===== src/rtl/gpio_bank_pkg.sv =====
// Package: shared register index encoding for the GPIO port register bank.
// Assumes a fixed 2-bit index space of four registers.
package gpio_bank_pkg;

    typedef enum logic [1:0] {
        IDX_PINS = 2'd0,
        IDX_LATCH = 2'd1,
        IDX_POLAR = 2'd2,
        IDX_DIR = 2'd3
    } reg_idx_e;

endpackage


===== src/rtl/gpio_pin_sync.sv =====
// Two-flop synchronizer, one chain per pin.
// Assumes pin levels are asynchronous to clk; the flops reset to 1 (idle pulled-up level).
module gpio_pin_sync #(
    parameter int NUM_PINS = 4,
    parameter int STAGES = 2
) (
    input logic clk,
    input logic rst_n,
    input logic [NUM_PINS-1:0] pin_raw,
    output logic [NUM_PINS-1:0] pin_sync
);

    for (genvar g = 0; g < NUM_PINS; g++) begin : g_pin
        logic [STAGES-1:0] chain_q;

        // Shift the raw level through the synchronizer chain.
        always_ff @(posedge clk) begin
            if (!rst_n) begin
                chain_q <= '1;
            end else begin
                chain_q <= {chain_q[STAGES-2:0], pin_raw[g]};
            end
        end

        assign pin_sync[g] = chain_q[STAGES-1];
    end

endmodule


===== src/rtl/gpio_reg_store.sv =====
// Storage for the writable registers: output latch, polarity and direction.
// Assumes only bits below NUM_PINS are stored; writes to the pin register are dropped.
module gpio_reg_store
    import gpio_bank_pkg::*;
#(
    parameter int NUM_PINS = 4,
    parameter int REG_W = 8
) (
    input logic clk,
    input logic rst_n,
    input reg_idx_e reg_idx,
    input logic wr_en,
    input logic [REG_W-1:0] wr_data,
    output logic [NUM_PINS-1:0] latch_q,
    output logic [NUM_PINS-1:0] polar_q,
    output logic [NUM_PINS-1:0] dir_q
);

    // Load the addressed register on a write strobe; reset to defaults.
    always_ff @(posedge clk) begin
        if (!rst_n) begin
            latch_q <= '1;
            polar_q <= '0;
            dir_q <= '1;
        end else if (wr_en) begin
            case (reg_idx)
                IDX_LATCH: latch_q <= wr_data[NUM_PINS-1:0];
                IDX_POLAR: polar_q <= wr_data[NUM_PINS-1:0];
                IDX_DIR: dir_q <= wr_data[NUM_PINS-1:0];
                default: ;
            endcase
        end
    end

    p_reset_defaults_r1: assert property (@(posedge clk) disable iff (!rst_n)
        $rose(rst_n) |-> (latch_q == '1 && polar_q == '0 && dir_q == '1));

    p_pins_wr_ignored_r6: assert property (@(posedge clk) disable iff (!rst_n)
        (wr_en && reg_idx == IDX_PINS) |=>
            ($stable(latch_q) && $stable(polar_q) && $stable(dir_q)));

endmodule


===== src/rtl/gpio_read_path.sv =====
// Read path: selects and registers the addressed register's byte on a read request.
// Assumes NUM_PINS < REG_W; the unused upper bits read as constants.
// The pin register snapshot is taken on the request edge, so the nibble is coherent.
module gpio_read_path
    import gpio_bank_pkg::*;
#(
    parameter int NUM_PINS = 4,
    parameter int REG_W = 8
) (
    input logic clk,
    input logic rst_n,
    input reg_idx_e reg_idx,
    input logic rd_req,
    input logic [NUM_PINS-1:0] pin_sync,
    input logic [NUM_PINS-1:0] latch_q,
    input logic [NUM_PINS-1:0] polar_q,
    input logic [NUM_PINS-1:0] dir_q,
    output logic [REG_W-1:0] rd_data
);

    localparam int FILL_W = REG_W - NUM_PINS;
    localparam logic [FILL_W-1:0] FILL_ONES = '1;
    localparam logic [FILL_W-1:0] FILL_ZERO = '0;

    logic [REG_W-1:0] rd_next;
    logic [REG_W-1:0] rd_q;

    // Choose the byte for the addressed register.
    always_comb begin
        case (reg_idx)
            IDX_PINS: rd_next = {FILL_ONES, pin_sync ^ polar_q};
            IDX_LATCH: rd_next = {FILL_ONES, latch_q};
            IDX_POLAR: rd_next = {FILL_ZERO, polar_q};
            default: rd_next = {FILL_ONES, dir_q};
        endcase
    end

    // Capture the selected byte only when a read is requested.
    always_ff @(posedge clk) begin
        if (!rst_n) begin
            rd_q <= '0;
        end else if (rd_req) begin
            rd_q <= rd_next;
        end
    end

    assign rd_data = rd_q;

    p_upper_fixed_r8: assert property (@(posedge clk) disable iff (!rst_n)
        (rd_req && reg_idx != IDX_POLAR) |=> (rd_data[REG_W-1:NUM_PINS] == FILL_ONES));

    p_upper_polar_r8: assert property (@(posedge clk) disable iff (!rst_n)
        (rd_req && reg_idx == IDX_POLAR) |=> (rd_data[REG_W-1:NUM_PINS] == FILL_ZERO));

    p_latch_read_r7: assert property (@(posedge clk) disable iff (!rst_n)
        (rd_req && reg_idx == IDX_LATCH) |=> (rd_data[NUM_PINS-1:0] == $past(latch_q)));

    p_rd_hold_r9: assert property (@(posedge clk) disable iff (!rst_n)
        (!rd_req && $past(rst_n)) |=> $stable(rd_data));

endmodule


===== src/rtl/gpio_port_bank.sv =====
// Top: GPIO port register bank with polarity-inverted input reads.
// Assumes a synchronous active-low reset; pin_oe is gated low while reset is held.
module gpio_port_bank
    import gpio_bank_pkg::*;
#(
    parameter int NUM_PINS = 4,
    parameter int REG_W = 8,
    parameter int SYNC_STAGES = 2
) (
    input logic clk,
    input logic rst_n,
    input logic [1:0] reg_idx,
    input logic wr_en,
    input logic [REG_W-1:0] wr_data,
    input logic rd_req,
    output logic [REG_W-1:0] rd_data,
    input logic [NUM_PINS-1:0] pin_in,
    output logic [NUM_PINS-1:0] pin_out,
    output logic [NUM_PINS-1:0] pin_oe
);

    reg_idx_e idx;
    logic [NUM_PINS-1:0] pin_sync;
    logic [NUM_PINS-1:0] latch_q;
    logic [NUM_PINS-1:0] polar_q;
    logic [NUM_PINS-1:0] dir_q;

    assign idx = reg_idx_e'(reg_idx);

    gpio_pin_sync #(.NUM_PINS(NUM_PINS), .STAGES(SYNC_STAGES)) u_sync (
        .clk(clk), .rst_n(rst_n), .pin_raw(pin_in), .pin_sync(pin_sync)
    );

    gpio_reg_store #(.NUM_PINS(NUM_PINS), .REG_W(REG_W)) u_store (
        .clk(clk), .rst_n(rst_n), .reg_idx(idx), .wr_en(wr_en), .wr_data(wr_data),
        .latch_q(latch_q), .polar_q(polar_q), .dir_q(dir_q)
    );

    gpio_read_path #(.NUM_PINS(NUM_PINS), .REG_W(REG_W)) u_read (
        .clk(clk), .rst_n(rst_n), .reg_idx(idx), .rd_req(rd_req),
        .pin_sync(pin_sync), .latch_q(latch_q), .polar_q(polar_q), .dir_q(dir_q),
        .rd_data(rd_data)
    );

    // Drive pins configured as outputs; release all pins while in reset.
    always_comb begin
        pin_oe = rst_n ? ~dir_q : '0;
        pin_out = latch_q & pin_oe;
    end

    // Release every pin driver while reset is asserted.
    always_comb begin
        if (!rst_n) begin
            p_oe_off_in_reset_r2: assert (pin_oe == '0);
        end
    end

    p_oe_follows_dir_r3: assert property (@(posedge clk) disable iff (!rst_n)
        (wr_en && idx == IDX_DIR) |=> (pin_oe == ~$past(wr_data[NUM_PINS-1:0])));

    p_released_pin_low_r3: assert property (@(posedge clk) disable iff (!rst_n)
        (wr_en && idx == IDX_LATCH) |=>
            (pin_out == ($past(wr_data[NUM_PINS-1:0]) & ~dir_q)));

endmodule


===== config.mk =====
export PLATFORM = sky130hd
export DESIGN_NAME = gpio_port_bank
export DESIGN_NICKNAME = d
export VERILOG_FILES = /design/src/rtl/gpio_bank_pkg.sv /design/src/rtl/gpio_pin_sync.sv /design/src/rtl/gpio_reg_store.sv /design/src/rtl/gpio_read_path.sv /design/src/rtl/gpio_port_bank.sv
export SDC_FILE = /design/constraint.sdc
export NUM_CORES = 1
export LEC_CHECK = 0
export ABC_CLOCK_PERIOD_IN_PS = 1900
export BUFFER_PORTS_ARGS = -buffer_cell sky130_fd_sc_hd__clkbuf_2
export CORE_MARGIN = 2
export CORE_UTILIZATION = 40
export CTS_CLUSTER_DIAMETER = 120
export DETAILED_ROUTE_END_ITERATION = 8
export PLACE_DENSITY = 0.72
export SYNTH_ARGS = -nofsm -noshare
export SYNTH_HDL_FRONTEND = slang
export SYNTH_SLANG_ARGS = --single-unit

===== constraint.sdc =====
create_clock -name clk -period 1.9 [get_ports clk]
set_input_delay 0.38 -clock clk [delete_from_list [all_inputs] [get_ports clk]]
set_output_delay 0.38 -clock clk [all_outputs]
set_load 0.01 [all_outputs]

# [Yosys cells after proc, flatten, opt, wreduce, memory -nomap -nowiden]
# Cells that the tools add are included.
[classes] eq_ne=3 mux=2 n_bitwise=3 reduce_logical=4
[op_table] op="8-bit one-hot mux with 3 select lines" n=1
[op_table] op="2-bit AND reduction" n=3
[op_table] op="4-bit bitwise AND" n=1
[op_table] op="2-bit equality test, second input constant" n=2
[op_table] op="4-bit two-way mux" n=1
[op_table] op="4-bit inverter" n=1
[op_table] op="4-bit XOR" n=1
[op_table] op="2-bit by 1-bit equality test with 1-bit output, second input constant" n=1
[op_table] op="2-bit zero test" n=1
[totals] register_bits=28 input_bits=18 output_inout_bits=16 word_cells=20

# [Logic depth before layout (Yosys ltp)]
[depth] word_depth=3 ltp_mapped=5 depth_no_buf=4

# [By module]
# Synthesis repeated with hierarchy kept, for this count alone.
[unflattened] hier_cells=121 hier_area_um2=1178.6
[modules_own_cells] module="gpio_reg_store" instances=1 cells_each=51 area_per_inst_um2=514.2 seq_area_each_um2=240.2
[modules_own_cells] module="gpio_read_path" instances=1 cells_each=42 area_per_inst_um2=360.3 seq_area_each_um2=100.1
[modules_own_cells] module="gpio_pin_sync" instances=1 cells_each=20 area_per_inst_um2=240.2 seq_area_each_um2=160.2
[modules_own_cells] module="gpio_port_bank" instances=1 cells_each=8 area_per_inst_um2=63.8 seq_area_each_um2=0.0

# [Worst setup path before layout]
# Ideal clock, no wire load.
[synth_timing] kind="in2out" from="input port rst_n" to="output port pin_out[0]" arrival_time_ps=810 required_ps=1520 setup_slack_ps=710 stages=2 path_buffers=0 cell_sequence="nor2b_1 -> and2_1"
[synth_via] elab_chain_len=2
[synth_rtl] element="start, declared" line_no="gpio_port_bank.sv:11" rtl="input logic rst_n,"
[synth_rtl] element="4-bit two-way mux" line_no="gpio_port_bank.sv:47" rtl="pin_oe = rst_n ? ~dir_q : '0;"
[synth_rtl] element="4-bit bitwise AND" line_no="gpio_port_bank.sv:48" rtl="pin_out = latch_q & pin_oe;"
[synth_rtl] element="end, declared" line_no="gpio_port_bank.sv:18" rtl="output logic [NUM_PINS-1:0] pin_out,"
# No other way between the ends.

# [Worst setup path after layout]
[layout_timing] from="register u_store.dir_q[1]" to="output port pin_out[1]"
[layout_via] elab_chain_len=3
[layout_rtl] element="start, declared" line_no="gpio_reg_store.sv:16" rtl="output logic [NUM_PINS-1:0] dir_q"
[layout_rtl] element="start signal, assigned" line_no="gpio_reg_store.sv:29" rtl="IDX_DIR: dir_q <= wr_data[NUM_PINS-1:0];"
[layout_rtl] element="4-bit inverter" line_no="gpio_port_bank.sv:47"
[layout_rtl] element="4-bit two-way mux" line_no="gpio_port_bank.sv:47"
[layout_rtl] element="4-bit bitwise AND" line_no="gpio_port_bank.sv:48"
# No other way between the ends.

==> impl_metrics.yaml <==
worst_setup_path:
  cp_max_fo: 3
  end_kind: "output pin"
  r2r_start: "u_sync.g_pin[0].chain_q[1]"
  startpoint_type: "flip-flop"
  r2r_end: "u_read.rd_data[0]"
  criticalPathCategory: "reg2out"
  crit_chain: "nor2b_1, and2_1, clkbuf_2"
  critPathRequiredTime_ns: 1.52
  crit_arrival_ns: 1.10
  crit_path_top_delay_cell: "dfxtp_1"
  r2r_slack_ns: 0.99
  critical-path-top-delay-family: "flip-flops"
  crit_buf_inv: 1
  reg2regPathDepth: 4
  critical_path.max_stage_delay_ns: 0.36
power:
  p_clk_share_pct: 25.5
  pwr_density_cell_nw_per_um2: 725
  sequentialPowerShare_pct: 60.7
  p_total_uw: 931
  p_sw_share_pct: 25.4
  p_int_uw: 694
  switchingPower_uw: 237
  ir_drop_uv: 463
  p_comb_share_pct: 13.9
  leakage_uw: 0.000621
route:
  met3_length_microns: 90
  drtAntennaViolNets: 0
  maxUsedRoutingLayer: "met4"
  drc: 0
  first_iter_violations: 15
  wl_met2_microns: 1010
  wire_per_inst_microns: 11.7
  drt-pass1-iter-count: 4
  wl_met1_microns: 862
  vias: 816
  routed_via_density: 4.83
  wirelength_microns: 1980
grt:
  grt_overflow: 0
  grt_use_total_pct: 13.1
  grt_pass1_wl_microns: 3370
  grt_pass1_vias: 779
  grt_antenna_before_repair: 0
  grt_max_degree: 26
flow_run:
  maxCapViolCount: 0
clocking:
  path_clk_slew_ns: 0.14
  cts_num_sinks: 25
  cts.repair.resized: 0
  cts_buffer_depth: 2
  post_cts.repair.setup_buffers: 0
  clock_latency_ns: 0.31
  htreeDepth: 1
  hold_buffers: 0
  cts-root-buf: "clkbuf_4"
  cts_tree: "built"
  cts_inserted_buffers: 3
sta:
  final_hold_viol_count: 0
  tightest_slew_ns: 0.388
  setup_viol: 0
  max_freq_mhz: 675
  tns_ns: 0
  clock_skew_ns: 0.00186
  grt_setup_unrepaired: "no"
  drv_slew: 0
  fin_crit_ns: 1.48
  fin_crit_sh_pct: 77.9
  worst_slack_ns: 0.419
  slew_headroom_pct: 74.1
place:
  pre_cts_ws_ns: 0.437
  dp_hpwl_microns: 1490
  place.gp.congestion: 0.707
  portBuffers: 29
cells_and_area:
  antenna_cells: 0
  final_core_utilization_pct: 47.4
  syn_to_final_growth_pct: 14.5
  num-nets-final: 157
  fillerInstances: 274
  final_layout_size_suffix_gt1_share_pct: 29.7
worst_hold_path:
  hold_path_depth: 2
  min_to: "u_sync.g_pin[1].chain_q[0]"
  min-delay-start: "pin_in[1]"
  hp-class: "in2reg"
synth:
  synth_area_sq_um: 1120
  ys_seq_elements: 25
  synth-adder-area-share_pct: 0
  synthCells: 113
  avgSynthCellArea_sq_um: 9.92
  synth_xor_xnor_area_share_pct: 3.13
  seq_area_frac_synth_pct: 44.6
  yosys_warnings: 0
  syn_nets: 131
  synth_top_family_by_area: "simple AND/OR/NAND/NOR gates"
  synth-compound-area-share_pct: 6.70
  yosys.area_share.simple_pct: 28.9
  synthMuxAreaShare_pct: 10.7
  ys_types: 19
floorplanning:
  die_w_microns: 56.9
  core_sq_um: 2710
  io_pins: 34
  initial_utilization_pct: 41.4
  fp-row-count: 19
  design.die.area_sq_um: 3240
  fp.dieH_microns: 56.9
status:
  status: "complete, no violations"
cells in the mapped netlist:
| master | instances | share of area [%] |
|---|---|---|
| nand2b_4 | 4 | 4.9 |
| clkbuf_1 | 2 | 0.67 |
| and2_1 | 4 | 2.2 |
| mux2i_1 | 12 | 11 |
| dfxtp_1 | 25 | 45 |
| buf_4 | 5 | 3.3 |
| buf_2 | 2 | 0.89 |
| nand3_2 | 1 | 0.89 |
| nand2_1 | 22 | 7.4 |
| nand3b_4 | 1 | 1.8 |
| o2111ai_1 | 4 | 3.1 |
| nand3b_1 | 4 | 2.7 |
| nand2b_1 | 8 | 4.5 |
| buf_6 | 1 | 1.0 |
| o211a_1 | 1 | 0.89 |
| nand3_1 | 4 | 1.8 |
| a21boi_0 | 4 | 2.7 |
| nor2b_1 | 5 | 2.8 |
| xnor2_1 | 4 | 3.1 |
layout by cell type (no fill, tap or decap):
master	Yosys	routed
a21boi_0	4	4
and2_1	4	4
buf_4	5	2
clkbuf_2	0	29
clkbuf_4	0	3
clkinvlp_4	0	1
dfxtp_1	25	25
mux2i_1	12	12
nand2_1	22	22
nand2b_1	8	8
nand2b_4	4	4
nand3_1	4	4
nand3_2	1	1
nand3b_1	4	4
nand3b_4	1	1
nor2b_1	5	5
o2111ai_1	4	4
o211a_1	1	1
xnor2_1	4	4
layout make-up:
class / count / area [sq um] / share of cell area [%]
multi-input cells: 78 / 554 / 43.2
flip-flops and latches: 25 / 500 / 39.0
repair buffers: 31 / 160 / 12.5
well taps: 31 / 38.8 / 3.02
clock buffers: 3 / 22.5 / 1.75
clock inverters: 1 / 7.51 / 0.585
worst max-delay path by stage:
stage               depth (start not counted)            endpoint              from
floorplan                                   2          pin_out[0]             rst_n
global placement                            5  u_store.polar_q[0]        reg_idx[0]
detailed placement                          5  u_store.polar_q[1]        reg_idx[0]
CTS                                         3          pin_out[1]  u_store.dir_q[1]
global route                                3          pin_out[1]  u_store.dir_q[1]
finish                                      3          pin_out[1]  u_store.dir_q[1]
per-stage QoR:
step | std cells | hold slack [ns] | instance area, sq um
2_1_floorplan | 113 | 0.386 | 1120
5_1_grt | 169 | 0.218 | 1280
3_5_place_dp | 165 | 0.397 | 1250
3_3_place_gp | 165 | 0.390 | 1250
6_report | 169 | 0.236 | 1280
4_1_cts | 169 | 0.229 | 1280
sequential cells by signal, summed over array words and instances, names as in the netlist:
signal / cells
u_store.polar_q: 4
u_store.latch_q: 4
u_sync.g_pin.chain_q: 8
u_store.dir_q: 4
u_read.rd_data: 5
worst register-to-register path, stage by stage (launching register included):
cell	delay, ns
dfxtp_1	0.38
nand2b_4	0.06
xnor2_1	0.11
o2111ai_1	0.19
nand2_1	0.07
metal layers:
layer,vias up,GRT usage (%)
li1,423,-
met1,372,17.3
met2,19,21.5
met3,2,2.27
met4,0,4.98
met5,-,0
power groups by stage:
stage | Clock, uW | Combinational, uW | Sequential, uW
2_1_floorplan | 0 | 92.5 | 578
3_3_place_gp | 0 | 129 | 575
3_5_place_dp | 0 | 131 | 576
4_1_cts | 246 | 131 | 565
5_1_grt | 270 | 144 | 568
6_report | 237 | 129 | 564
cells by family after synthesis:
group / Yosys count
mux: 12
buf+inv: 10
flops: 25
compound gates: 9
xor+xnor: 4
simple gates: 53
(Power assumes the default switching activity.)
